**src/rtl/sdiv_pkg.sv**
```systemverilog
package sdiv_pkg;
  typedef enum logic [1:0] {
    ST_IDLE = 2'd0,
    ST_ITER = 2'd1,
    ST_FIX  = 2'd2
  } sdiv_state_e;
endpackage

```
**src/rtl/sdiv_ctrl.sv**
```systemverilog
module sdiv_ctrl
  import sdiv_pkg::*;
#(
  parameter int N = 8
) (
  input  logic clk,
  input  logic rst,
  input  logic start,
  input  logic divisor_zero,
  output logic load,
  output logic zero_hit,
  output logic iter_en,
  output logic fix_en,
  output logic busy
);
  localparam int CW = (N > 1) ? $clog2(N) : 1;
  localparam logic [CW-1:0] LAST = CW'(N - 1);

  sdiv_state_e   state_q;
  logic [CW-1:0] cnt_q;
  logic          idle;

  assign idle     = (state_q == ST_IDLE);
  assign load     = start & idle & ~divisor_zero;
  assign zero_hit = start & idle & divisor_zero;
  assign iter_en  = (state_q == ST_ITER);
  assign fix_en   = (state_q == ST_FIX);
  assign busy     = ~idle;

  always_ff @(posedge clk) begin
    if (rst) begin
      state_q <= ST_IDLE;
      cnt_q   <= '0;
    end else begin
      case (state_q)
        ST_IDLE: begin
          if (load) begin
            state_q <= ST_ITER;
            cnt_q   <= '0;
          end
        end
        ST_ITER: begin
          if (cnt_q == LAST) begin
            state_q <= ST_FIX;
          end else begin
            cnt_q <= cnt_q + 1'b1;
          end
        end
        ST_FIX:  state_q <= ST_IDLE;
        default: state_q <= ST_IDLE;
      endcase
    end
  end
endmodule

```
**src/rtl/sdiv_step.sv**
```systemverilog
module sdiv_step #(
  parameter int N = 8
) (
  input  logic [N-1:0] acc,
  input  logic [N-1:0] quo,
  input  logic [N-1:0] dvs,
  input  logic         neg_dvd,
  input  logic [N-1:0] tail_mask,
  output logic [N-1:0] acc_next,
  output logic [N-1:0] quo_next
);
  logic [N-1:0] acc_sh;
  logic [N-1:0] quo_sh;
  logic [N-1:0] trial;
  logic         use_sub;
  logic         trial_zero;
  logic         tail_zero;
  logic         keep;

  // One iteration: shift the pair, then try to move the partial remainder toward zero.
  assign acc_sh  = {acc[N-2:0], quo[N-1]};
  assign quo_sh  = {quo[N-2:0], 1'b0};
  // The partial remainder's sign is taken as the dividend's, so a zero value
  // keeps the direction the dividend set.
  assign use_sub = (neg_dvd == dvs[N-1]);
  assign trial   = use_sub ? (acc_sh - dvs) : (acc_sh + dvs);

  assign trial_zero = (trial == '0);
  // Dividend bits not yet shifted into the accumulator.
  assign tail_zero  = ((quo_sh & tail_mask) == '0);

  always_comb begin
    if (neg_dvd) begin
      // A zero only counts when no lower dividend bits remain; those would make
      // the true partial remainder positive.
      keep = trial[N-1] | (trial_zero & tail_zero);
    end else begin
      keep = ~trial[N-1];
    end
  end

  assign acc_next = keep ? trial : acc_sh;
  assign quo_next = {quo_sh[N-1:1], keep};
endmodule

```
**src/rtl/sdiv_finish.sv**
```systemverilog
module sdiv_finish #(
  parameter int N = 8
) (
  input  logic [N-1:0] quo,
  input  logic [N-1:0] acc,
  input  logic         flip,
  output logic [N-1:0] quo_fixed,
  output logic [N-1:0] rem_fixed
);
  assign quo_fixed = flip ? (~quo + 1'b1) : quo;
  assign rem_fixed = acc;
endmodule

```
**src/rtl/signed_restoring_divider.sv**
```systemverilog
module signed_restoring_divider
  import sdiv_pkg::*;
#(
  parameter int N = 8
) (
  input  logic         clk,
  input  logic         rst,
  input  logic         start,
  input  logic [N-1:0] dividend,
  input  logic [N-1:0] divisor,
  output logic         busy,
  output logic         done,
  output logic [N-1:0] quotient,
  output logic [N-1:0] remainder,
  output logic         div_by_zero,
  output logic         overflow
);
  localparam logic [N-1:0] MOST_NEG = {1'b1, {(N-1){1'b0}}};
  localparam logic [N-1:0] ALL_ONES = {N{1'b1}};

  logic         load;
  logic         zero_hit;
  logic         iter_en;
  logic         fix_en;

  logic [N-1:0] acc_q;
  logic [N-1:0] quo_q;
  logic [N-1:0] dvs_q;
  logic [N-1:0] mask_q;
  logic         neg_dvd_q;
  logic         flip_q;
  logic         ovf_pend_q;

  logic [N-1:0] acc_next;
  logic [N-1:0] quo_next;
  logic [N-1:0] quo_fixed;
  logic [N-1:0] rem_fixed;

  logic         done_q;
  logic [N-1:0] quot_q;
  logic [N-1:0] rem_q;
  logic         dbz_q;
  logic         ovf_q;

  sdiv_ctrl #(.N(N)) u_ctrl (
    .clk          (clk),
    .rst          (rst),
    .start        (start),
    .divisor_zero (divisor == '0),
    .load         (load),
    .zero_hit     (zero_hit),
    .iter_en      (iter_en),
    .fix_en       (fix_en),
    .busy         (busy)
  );

  sdiv_step #(.N(N)) u_step (
    .acc       (acc_q),
    .quo       (quo_q),
    .dvs       (dvs_q),
    .neg_dvd   (neg_dvd_q),
    .tail_mask (mask_q),
    .acc_next  (acc_next),
    .quo_next  (quo_next)
  );

  sdiv_finish #(.N(N)) u_fin (
    .quo       (quo_q),
    .acc       (acc_q),
    .flip      (flip_q),
    .quo_fixed (quo_fixed),
    .rem_fixed (rem_fixed)
  );

  // Working registers: divisor, accumulator/quotient pair and bookkeeping of the run.
  always_ff @(posedge clk) begin
    if (rst) begin
      acc_q      <= '0;
      quo_q      <= '0;
      dvs_q      <= '0;
      mask_q     <= '0;
      neg_dvd_q  <= 1'b0;
      flip_q     <= 1'b0;
      ovf_pend_q <= 1'b0;
    end else if (load) begin
      acc_q      <= {N{dividend[N-1]}};
      quo_q      <= dividend;
      dvs_q      <= divisor;
      mask_q     <= ALL_ONES << 1;
      neg_dvd_q  <= dividend[N-1];
      flip_q     <= dividend[N-1] ^ divisor[N-1];
      ovf_pend_q <= (dividend == MOST_NEG) && (divisor == ALL_ONES);
    end else if (iter_en) begin
      acc_q  <= acc_next;
      quo_q  <= quo_next;
      mask_q <= mask_q << 1;
    end
  end

  // Registered results, written only in the cycle that raises done.
  always_ff @(posedge clk) begin
    if (rst) begin
      done_q <= 1'b0;
      quot_q <= '0;
      rem_q  <= '0;
      dbz_q  <= 1'b0;
      ovf_q  <= 1'b0;
    end else begin
      done_q <= fix_en | zero_hit;
      if (fix_en) begin
        quot_q <= quo_fixed;
        rem_q  <= rem_fixed;
        dbz_q  <= 1'b0;
        ovf_q  <= ovf_pend_q;
      end else if (zero_hit) begin
        quot_q <= '0;
        rem_q  <= '0;
        dbz_q  <= 1'b1;
        ovf_q  <= 1'b0;
      end
    end
  end

  assign done        = done_q;
  assign quotient    = quot_q;
  assign remainder   = rem_q;
  assign div_by_zero = dbz_q;
  assign overflow    = ovf_q;
endmodule

```
**config.mk**
```make
export PLATFORM = sky130hd
export DESIGN_NAME = signed_restoring_divider
export DESIGN_NICKNAME = d
export VERILOG_FILES = /design/src/rtl/sdiv_pkg.sv /design/src/rtl/sdiv_ctrl.sv /design/src/rtl/sdiv_step.sv /design/src/rtl/sdiv_finish.sv /design/src/rtl/signed_restoring_divider.sv
export SDC_FILE = /design/constraint.sdc
export NUM_CORES = 1
export LEC_CHECK = 0
export BUFFER_PORTS_ARGS = -buffer_cell sky130_fd_sc_hd__buf_2
export CORE_AREA = 2 2 87 89
export CTS_BUF_LIST = sky130_fd_sc_hd__clkbuf_2
export CTS_CLUSTER_DIAMETER = 60
export DETAILED_ROUTE_END_ITERATION = 10
export DIE_AREA = 0 0 89 91
export GPL_TIMING_DRIVEN = 0
export HOLD_SLACK_MARGIN = 0.02
export PLACE_DENSITY_LB_ADDON = 0.15
export SLEW_MARGIN = 20
export SYNTH_ARGS = -nofsm -noshare
export SYNTH_HDL_FRONTEND = slang
export SYNTH_HIERARCHICAL = 1
export SYNTH_SLANG_ARGS = --single-unit
```
**constraint.sdc**
```tcl
create_clock -name clk -period 3.6 [get_ports clk]
set_clock_uncertainty 0.1 [all_clocks]
set_input_delay 0.54 -clock clk [delete_from_list [all_inputs] [get_ports clk]]
set_output_delay 0.54 -clock clk [all_outputs]
set_load 0.01 [all_outputs]
```
* Yosys cells after proc, flatten, opt, wreduce, memory -nomap -nowiden *
Cells that the tools add are included.

cells by class
  add/sub/neg operators = 4
  equal/unequal tests = 9
  muxes and demuxes = 21
  bitwise operators = 12
  reductions and logical operators = 11

operators by type and width
  cell                                                             count
  8-bit two-way mux                                                12
  8-bit zero test                                                  3
  8-bit == test, second input constant                             2
  8-bit by 1-bit adder with 8-bit output, second input constant    1
  8-bit adder                                                      1
  8-bit AND                                                        1
  8-bit NOT                                                        1
  8-bit subtractor                                                 1
  3-bit two-way mux                                                2
  3-bit case mux with 2 select lines                               1
  2-bit nonzero test                                               3
  1-bit AND                                                        4
  2-bit two-way mux                                                2
  2-bit != test, second input constant                             2
  2-bit case mux with 2 select lines                               1
  3-bit by 1-bit adder with 3-bit output, second input constant    1
  3-bit == test, second input constant                             1
  1-bit two-way mux                                                3
  1-bit NOT                                                        3
  3-bit AND reduction                                              1
  2-bit by 1-bit == test with 1-bit output, second input constant  1
  2-bit == test, second input constant                             1
  2-bit zero test                                                  1
  2-bit by 1-bit != test with 1-bit output, second input constant  1
  other kinds (6)                                                  7

storage, ports and cells
  output and inout port bits = 20
  word-level logic and storage cells = 71
  input bits = 19
  register bits after elaboration = 58

* Logic depth before layout (Yosys ltp) *
Gate-level depths: netlist of run 1.

  word-level depth = 9
  depth in mapped cells = 15
  mapped depth without buffers = 14

* Cells and area by module *
Netlist of run 1, hierarchy kept.

by module, submodules not included
  module                    cells each  area each (µm²)  instances  sequential area each (µm²)
  signed_restoring_divider  221         2209.6           1          1061.0
  sdiv_step                 100         762.0            1          0.0
  sdiv_ctrl                 24          261.5            1          100.1
  sdiv_finish               29          231.5            1          0.0

* Worst setup path after synthesis of run 1 *
No wires, ideal clock.

  path type = flip-flop to flip-flop
  start = register neg_dvd_q
  end = register acc_q[2]
  path slack = 0.022 ns
  path buffers = 0
  data required time = 3.385 ns
  setup time = 0.115 ns
  cell stages (with the launch flop) = 14
  arrival time = 3.364 ns
  path through = dfxtp_1 > xnor2_1 > mux2_2 > inv_1 > ha_1 > or2b_1 > a21oi_2 > or4_4 > a21oi_4 > xnor3_2 > nand2_4 > mux2_4 > mux2_4 > o21a_1

on the way
  longest elaborated chain between the ends = 9

RTL lines
  what                      line                            source
  start: declaration        signed_restoring_divider.sv:30  logic neg_dvd_q;
  start signal: assignment  signed_restoring_divider.sv:90  neg_dvd_q <= dividend[N-1];
  1-bit == test             sdiv_step.sv:25                 assign use_sub = (neg_dvd == dvs[N-1]);
  8-bit two-way mux         sdiv_step.sv:26                 assign trial = use_sub ? (acc_sh - dvs) : (acc_sh + dvs);
  8-bit zero test           sdiv_step.sv:28                 assign trial_zero = (trial == '0);
  1-bit AND                 sdiv_step.sv:36                 keep = trial[N-1] | (trial_zero & tail_zero);
  1-bit OR                  sdiv_step.sv:36
  1-bit two-way mux (*)     sdiv_step.sv:33                 if (neg_dvd) begin
  net u_step.keep           sdiv_step.sv:18                 logic keep;
  8-bit two-way mux (*)     sdiv_step.sv:42                 assign acc_next = keep ? trial : acc_sh;
  net acc_next[2]           signed_restoring_divider.sv:34  logic [N-1:0] acc_next;
  8-bit two-way mux (*)     signed_restoring_divider.sv:93  end else if (iter_en) begin
  8-bit two-way mux (*)     signed_restoring_divider.sv:85  end else if (load) begin
  end signal: assignment    signed_restoring_divider.sv:86  acc_q <= {N{dividend[N-1]}};
  end signal: assignment    signed_restoring_divider.sv:94  acc_q <= acc_next;
  end: declaration          signed_restoring_divider.sv:26  logic [N-1:0] acc_q;

The timed path passes the listed nets; every way through them passes the cells marked *. The select of a mux whose other input is x is not followed.
A chain may end at the register's enable or synchronous reset.

* Final worst setup path of run 1 *
  start = register dvs_q[0]
  end = register acc_q[7]

on the way
  longest elaborated chain between the ends = 9

RTL lines
  what                                                    line                            source
  start: declaration                                      signed_restoring_divider.sv:28  logic [N-1:0] dvs_q;
  start signal: assignment                                signed_restoring_divider.sv:88  dvs_q <= divisor;
  8-bit adder / 8-bit subtractor (equally long branches)  sdiv_step.sv:26
  8-bit two-way mux (*)                                   sdiv_step.sv:26
  8-bit zero test                                         sdiv_step.sv:28
  1-bit AND                                               sdiv_step.sv:36
  1-bit OR                                                sdiv_step.sv:36
  1-bit two-way mux                                       sdiv_step.sv:33
  8-bit two-way mux (*)                                   sdiv_step.sv:42
  net acc_next[7]                                         signed_restoring_divider.sv:34
  8-bit two-way mux (*)                                   signed_restoring_divider.sv:93
  8-bit two-way mux (*)                                   signed_restoring_divider.sv:85

Marks and branches as above.

==> summary.md, run 1 <==
| Metric | Value |
|---|---|
| Combinational power share | `38.5%` |
| Worst-path maximum fanout | `6` |
| Syn_nets | `404` |
| Die area | `8099 um2` |
| Crit path capture type | `flip-flop` |
| Crit-path most repeated cell | `a211oi_2` |
| Worst reg2reg setup slack | `100 ps` |
| Power per cell area | `488.9 nW/um2` |
| Setup crit start kind | `flip-flop` |
| Fin crit period | `3495 ps` |
| Fin. max-slew vios | `0` |
| WP data arrival | `3760 ps` |
| Global route overflow | `0` |
| Least-Margin Pin Slew | `550.6 ps` |
| Synth-to-layout area growth | `16.34%` |
| Clk sinks | `58` |
| Internal power | `0.001315 W` |
| TritonCTS clock tree | `yes` |
| Initial antenna violation count | `0` |
| All-layer global routing usage | `19.60%` |
| Placed inst area | `3775 um2` |
| Clk network pwr share | `between 20 and 25%` |
| Die Width | `89 um` |
| Vias in the first global route | `2616` |
| Sw Share | `33.21%` |
| Status | `finished clean` |
| Final setup violation count | `0` |
| Psw | `0.0006537 W` |
| Starting density of the core | `between 40% and 50%` |
| # port buffers | `38` |
| CTS root buf | `clkbuf_2` |
| CTS max path bufs | `2` |
| Synth Warn # | `6` |
| Setup WS post-layout | `104.6 ps` |
| Slowest stage cell, crit path | `fa_1` |
| DRC viols | `0` |
| DP HPWL | `5605 um` |
| First-pass GRT wire length | `12510 um` |
| CP max stage delay | `430 ps` |
| Average cell area after synthesis | `9.278 um2` |
| Pin count of the biggest net entering global routing | `11` |
| Total Power | `0.001968 W` |
| Worst r2r src | `dvs_q[0]$_SDFFE_PP0P_` |
| Antenna cell count | `0` |
| Final hold violation count | `0` |
| Busiest grt layer | `met2` |
| Via count | `2791` |
| Met2 Use GR | `a little under 30%` |
| Fin nets | `461` |
| CP Class | `reg2reg` |
| Cell area after layout | `4026 um2` |
| Clock-pin transition on the worst setup and hold timing paths | `180 ps` |
| VDD IR max | `0.0002160 V` |
| Pre-CTS setup slack | `-294.6 ps` |
| Met1 GRT Util | `28.18%` |
| Crit path from | `dvs_q[0]$_SDFFE_PP0P_` |
| Routed WL | `approximately 7600 um` |
| Clk_lat worst skew | `470 ps` |
| CP endpoint | `acc_q[7]$_SDFFE_PP0P_` |
| Number of buffers created by CTS | `9` |
| Max Cap Violations | `0` |
| Period utilization | `97.09%` |
| Seq pwr share | `37.4%` |
| Worst Hold Class | `in2reg` |
| Worst R2R Path Depth | `14` |
| Critical-path cell list | `inv_1 -> ha_1 -> mux2_2 -> fa_1 -> nand2b_4 -> a211oi_2 -> nor4_1 -> a211oi_2 -> nand3_4 -> buf_4 -> a31oi_1 -> nor2_1 -> mux2_4 -> o21a_1` |
| Achievable Freq | `roughly 290 MHz` |
| Syn Inst Count | `373` |
| Drt wl/cell | `14.16 um` |
| H-tree depth | `3` |
| Leakage power | `1.729 nW` |
| Die Y | `91 um` |
| DR pass1 iterations | `5` |
| Via density | `5.227` |
| Post-synthesis cell area | `3461 um2` |
| Post-route ant nets | `0` |
| Number of DRC markers in iteration 0 | `140` |
| Max-Slew Margin vs Limit | `63.29%` |
| I/O pin total | `39` |
| Layout Utilization | `56.42%` |
| M3 GR Usage | `about 3.7%` |
| FILL cells | `approximately 690` |
| Hold buffers post-CTS | `0` |
| Core ar. | `just over 7000 um2` |
| Row cnt | `31` |
| Reg-to-Reg End | `acc_q[7]$_SDFFE_PP0P_` |
| Share of post-route cells with drive strength above 1 | `31.72%` |
| Placed insts | `510` |
| Final Wtd Congestion | `0.8342` |
| Critical Path RT | `about 3900 ps` |
| Layout Cells excl Fill | `534` |
registers in the layout, summed over array words and instances (netlist names), 2 cells and up:
signal and flops:
dvs_q 8, mask_q 7, u_ctrl/cnt_q 3, quotient 8, quo_q 8, acc_q 8
remainder 8, u_ctrl/state_q 2
placed cells by master, fill, tap and decap left out, types with 4 or more instances in the layout:
cell type / n
nand3_1: 6
nor3b_1: 18
nor2_1: 54
mux2_4: 13
inv_1: 13
a21oi_1: 24
mux2i_1: 18
o21a_1: 9
mux2_2: 5
nand2b_1: 9
clkbuf_2: 10
ha_1: 11
nor3_1: 6
xnor2_1: 15
a211oi_1: 7
buf_2: 46
buf_4: 27
nor2b_1: 4
nand2_1: 5
o32ai_1: 4
dfxtp_1: 54
routing by layer:
metal | vias to the layer above | wire, um
li1 | 1423 | -
met2 | 71 | 3414
met4 | 0 | 100
met1 | 1285 | 3648
met3 | 12 | 401
met5 | - | 0
worst min-delay path by stage:
stage	startpoint	to	slack, ps	cells after the start
global route	dividend[1]	quo_q[1]$_SDFFE_PP0P_	180	3
finish	dividend[2]	quo_q[2]$_SDFFE_PP0P_	200	3
CTS	dividend[2]	quo_q[2]$_SDFFE_PP0P_	170	3
global placement	u_ctrl/cnt_q[0]$_SDFFE_PP0P_	u_ctrl/cnt_q[0]$_SDFFE_PP0P_	350	1
floorplan	u_ctrl/cnt_q[0]$_SDFFE_PP0P_	u_ctrl/cnt_q[0]$_SDFFE_PP0P_	330	1
detailed placement	u_ctrl/cnt_q[0]$_SDFFE_PP0P_	u_ctrl/cnt_q[0]$_SDFFE_PP0P_	360	1
per-stage QoR:
step | TNS (ps) | hold slack [ps]
after floorplan | 0 | 328.3
after global placement | -397.2 | 353.1
after detailed placement | -757.5 | 359.0
after CTS | 0 | 166.5
after global routing | -38.06 | 177.5
final | 0 | 203.8
power by group through the flow:
stage	logic (W)	clock network [W]	registers [W]
floorplan	0.000557	0	0.000729
global placement	0.000647	0	0.000748
detailed placement	0.000658	0	0.000749
CTS	0.000672	0.000486	0.000735
global route	0.000831	0.000517	0.000744
finish	0.000758	0.000474	0.000736
final cells by class:
class	instances	area, um2	share of cell area, %
buffer	35	244.0	6.060
sequential	58	1169	29.02
clock inverter	6	81.33	2.020
multi-input combinational	266	2056	51.06
clock buffer	10	50.05	1.243
tap	99	123.9	3.076
inverter	14	52.55	1.305
timing repair buffer	46	250.2	6.215
critical path, delay by kind of cell (launching register included):
| family | cells | cell delay, ps |
|---|---|---|
| AOI/OAI and AO/OA | 4 | 930 |
| adders and majority gates | 2 | 700 |
| muxes | 2 | 540 |
| and+or+nand+nor | 4 | 490 |
| DFF | 1 | 410 |
| buffers and inverters | 2 | 230 |
what timing repair did:
action	CTS	global route
pin swaps	2	5
buffers inserted	2	6
endpoints found under the setup margin	9	5
gates resized for setup	5	8
No activity file was read; power rests on OpenSTA's default activity.
==> run 2: changes to the inputs <==
ABC_AREA = 1   (was not set)
CORE_AREA = 2 2 88 90   (was 2 2 87 89)
DIE_AREA = 0 0 90 92   (was 0 0 89 91)
==> run 2 against run 1 <==
Global-route usage rose by 0.64 points. Critical path depth grew 6. Worst setup slack better by 570 ps. Highest routed layer unchanged. Clock-buffer cell count decreased by 1. Synthesized cell count grew 43%. Register-to-register slack improved by 570 ps. Clock power down 26%. Largest cell class unchanged. Sequential power fell by 2%. Wire length increased by 4.2%.
==> summary.md, run 2 <==
| Metric | Value |
|---|---|
| Setup TNS after final layout | `0 ps (unchanged)` |
| Synth Warn # | `6 (unchanged)` |
| Worst r2r src | `neg_dvd_q$_SDFFE_PP0P_` |
| Total Power | `0.001636 W (-17%)` |
| Period utilization | `81.19% (-16 points)` |
| CTS root buf | `clkbuf_2` |
| Post-synthesis cell area | `3592 um2 (+3.8%)` |
| Number of DRC markers in iteration 0 | `130 (-7.1%)` |
| Post-CTS Setup Bufs | `0 (-2)` |
| Power per cell area | `408.9 nW/um2 (-16%)` |
| Hold buffers post-CTS | `0 (unchanged)` |
| Core ar. | `7447 um2 (+4.3%)` |
| Hold_sp | `rst` |
| FILL cells | `766 (+12%)` |
| Cell area after layout | `4000 um2 (-0.65%)` |
| Vias in the first global route | `3023 (+16%)` |
| Worst Hold Class | `in2reg` |
| Via density | `4.739 (-9.3%)` |
| Global route overflow | `0 (unchanged)` |
| DP HPWL | `6182 um (+10%)` |
| DRC viols | `0 (unchanged)` |
| VDD IR max | `0.0002273 V (+5.2%)` |
| # port buffers | `38 (unchanged)` |
| Starting density of the core | `48.24% (-0.26 points)` |
| Status | `finished clean` |
| WP data arrival | `3280 ps (-480 ps)` |
| Critical Path RT | `3950 ps (+80 ps)` |
| Setup crit start kind | `flip-flop` |
| Achievable Freq | `342.1 MHz (+20%)` |
| Max Cap Violations | `0 (unchanged)` |
| Die Y | `92 um (+1.1%)` |
| DR pass1 iterations | `5 (unchanged)` |
| Clock-pin transition on the worst setup and hold timing paths | `170 ps (about the same)` |
| Average cell area after synthesis | `6.727 um2 (-27%)` |
| Routed WL | `7881 um (+4.2%)` |
| TritonCTS clock tree | `yes` |
| Pin count of the biggest net entering global routing | `12 (+1)` |
| RSZ-0062 raised after global routing | `no` |
| Fin crit period | `2923 ps (-572.6 ps)` |
| Worst-path maximum fanout | `9 (+3)` |
| Die area | `8280 um2 (+2.2%)` |
| Syn_nets | `565 (+40%)` |
| Placed inst area | `3910 um2 (+3.6%)` |
| Final Wtd Congestion | `0.8596 (+3.0%)` |
| I/O pin total | `39 (unchanged)` |
| Leakage power | `2.092 nW (+21%)` |
| H-tree depth | `3 (unchanged)` |
| Layout Cells excl Fill | `690 (+29%)` |
| Number of buffers created by CTS | `9 (unchanged)` |
| Crit path capture type | `flip-flop` |
| First-pass GRT wire length | `13740 um (+9.8%)` |
| All-layer global routing usage | `20.24% (+0.64 points)` |
| Least-Margin Pin Slew | `891.6 ps (+340.9 ps)` |
| Clk sinks | `58 (unchanged)` |
| Clk_lat worst skew | `500 ps (+30 ps)` |
| Initial antenna violation count | `0 (unchanged)` |
| Row cnt | `32 (+3.2%)` |
| Drt wl/cell | `11.42 um (-19%)` |
| Antenna cell count | `0 (unchanged)` |
| Die Width | `90 um (+1.1%)` |
| Max-Slew Margin vs Limit | `40.11% (-23 points)` |
| Syn Inst Count | `534 (+43%)` |
| Final hold violation count | `0 (unchanged)` |
| Synth-to-layout area growth | `11.36%` |
| Fin. max-slew vios | `0 (unchanged)` |
| CP Class | `reg2reg` |
| Final setup violation count | `0 (unchanged)` |
| Post-CTS resize count | `0 (-5)` |
| Share of post-route cells with drive strength above 1 | `20.75% (-11 points)` |
| Via count | `3270 (+17%)` |
| Most frequent cells in the layout | `nand2_1, inv_1, dfxtp_1, buf_2, nor2_1` |
| Fin nets | `614 (+33%)` |
| Post-route ant nets | `0 (unchanged)` |
| Crit path from | `neg_dvd_q$_SDFFE_PP0P_` |
| Placed insts | `674 (+32%)` |
| Most common cell after layout, fill and taps aside | `nand2_1` |
| CTS max path bufs | `2 (unchanged)` |
[run 2: changes by cell type in the layout (fill, tap and decap cells not counted), moves of 12 or more]
cell     change
mux2i_1     -18
mux2_4      -13
nand2_1    +165
nand3_1     +29
inv_1       +51
nor2_1      -13
xnor2_1     -12
nor3b_1     -18
nand4_1     +14
[run 2: critical path, stage by stage (launching register included)]
cell and delay (ps):
dfxtp_1 510, inv_2 100, nand2_1 80, nand2_1 110
inv_1 110, o21ai_0 150, fa_1 570, nand3_1 80
nor2_1 110, nand2_1 60, nor2_2 130, nand3_2 100
nor2_4 110, nand2_4 100, nand3_4 140, nand2_1 70
nand2_1 60, nand2_1 60, nand3_1 60, nand2_1 50
inv_1 40
[run 2: power by group]
group | internal, W | total (W) | switching, W
Clock | 0.0000874 | 0.000351 | 0.000263
Combinational | 0.000220 | 0.000565 | 0.000346
Sequential | 0.000678 | 0.000720 | 0.0000415
[run 2: routing by layer]
metal | vias up | share of wire, % | track usage [%]
li1 | 1771 | - | -
met1 | 1436 | 49 | 26.13
met2 | 56 | 46 | 33.96
met3 | 7 | 3.9 | 4.848
met4 | 0 | 1.2 | 5.513
met5 | - | 0 | 0
[run 2: path summary, 6_finish.rpt]
kind | cells after the start | endpoint | slack [ps]
hold / removal | 2 | u_ctrl/state_q[0]$_SDFFE_PP0P_ | 170
hold reg to reg | 2 | quotient[7]$_SDFFE_PP0P_ | 370
setup reg to reg | 20 | acc_q[6]$_SDFFE_PP0P_ | 680
setup / recovery | 20 | acc_q[6]$_SDFFE_PP0P_ | 680
[run 2: metrics by stage]
step | worst slack (ps) | util [%] | hold slack [ps]
after floorplan | 1005 | - | 336.4
after global placement | 714.1 | 52.50 | 344.5
after global routing | 386.8 | 53.71 | 142.7
final | 677.2 | 53.71 | 171.9
after detailed placement | 666.4 | 52.50 | 349.3
after CTS | 671.4 | 53.71 | 139.0
[run 2: final cells by class]
| type | instances | area, um2 | area share, % |
|---|---|---|---|
| buffer | 33 | 242.7 | 6.068 |
| tap | 102 | 127.6 | 3.190 |
| sequential | 58 | 1161 | 29.03 |
| multi-input combinational | 372 | 1922 | 48.04 |
| clock buffer | 9 | 45.04 | 1.126 |
| inverter | 71 | 266.5 | 6.663 |
| timing repair buffer | 38 | 190.2 | 4.754 |
| clock inverter | 7 | 45.04 | 1.126 |
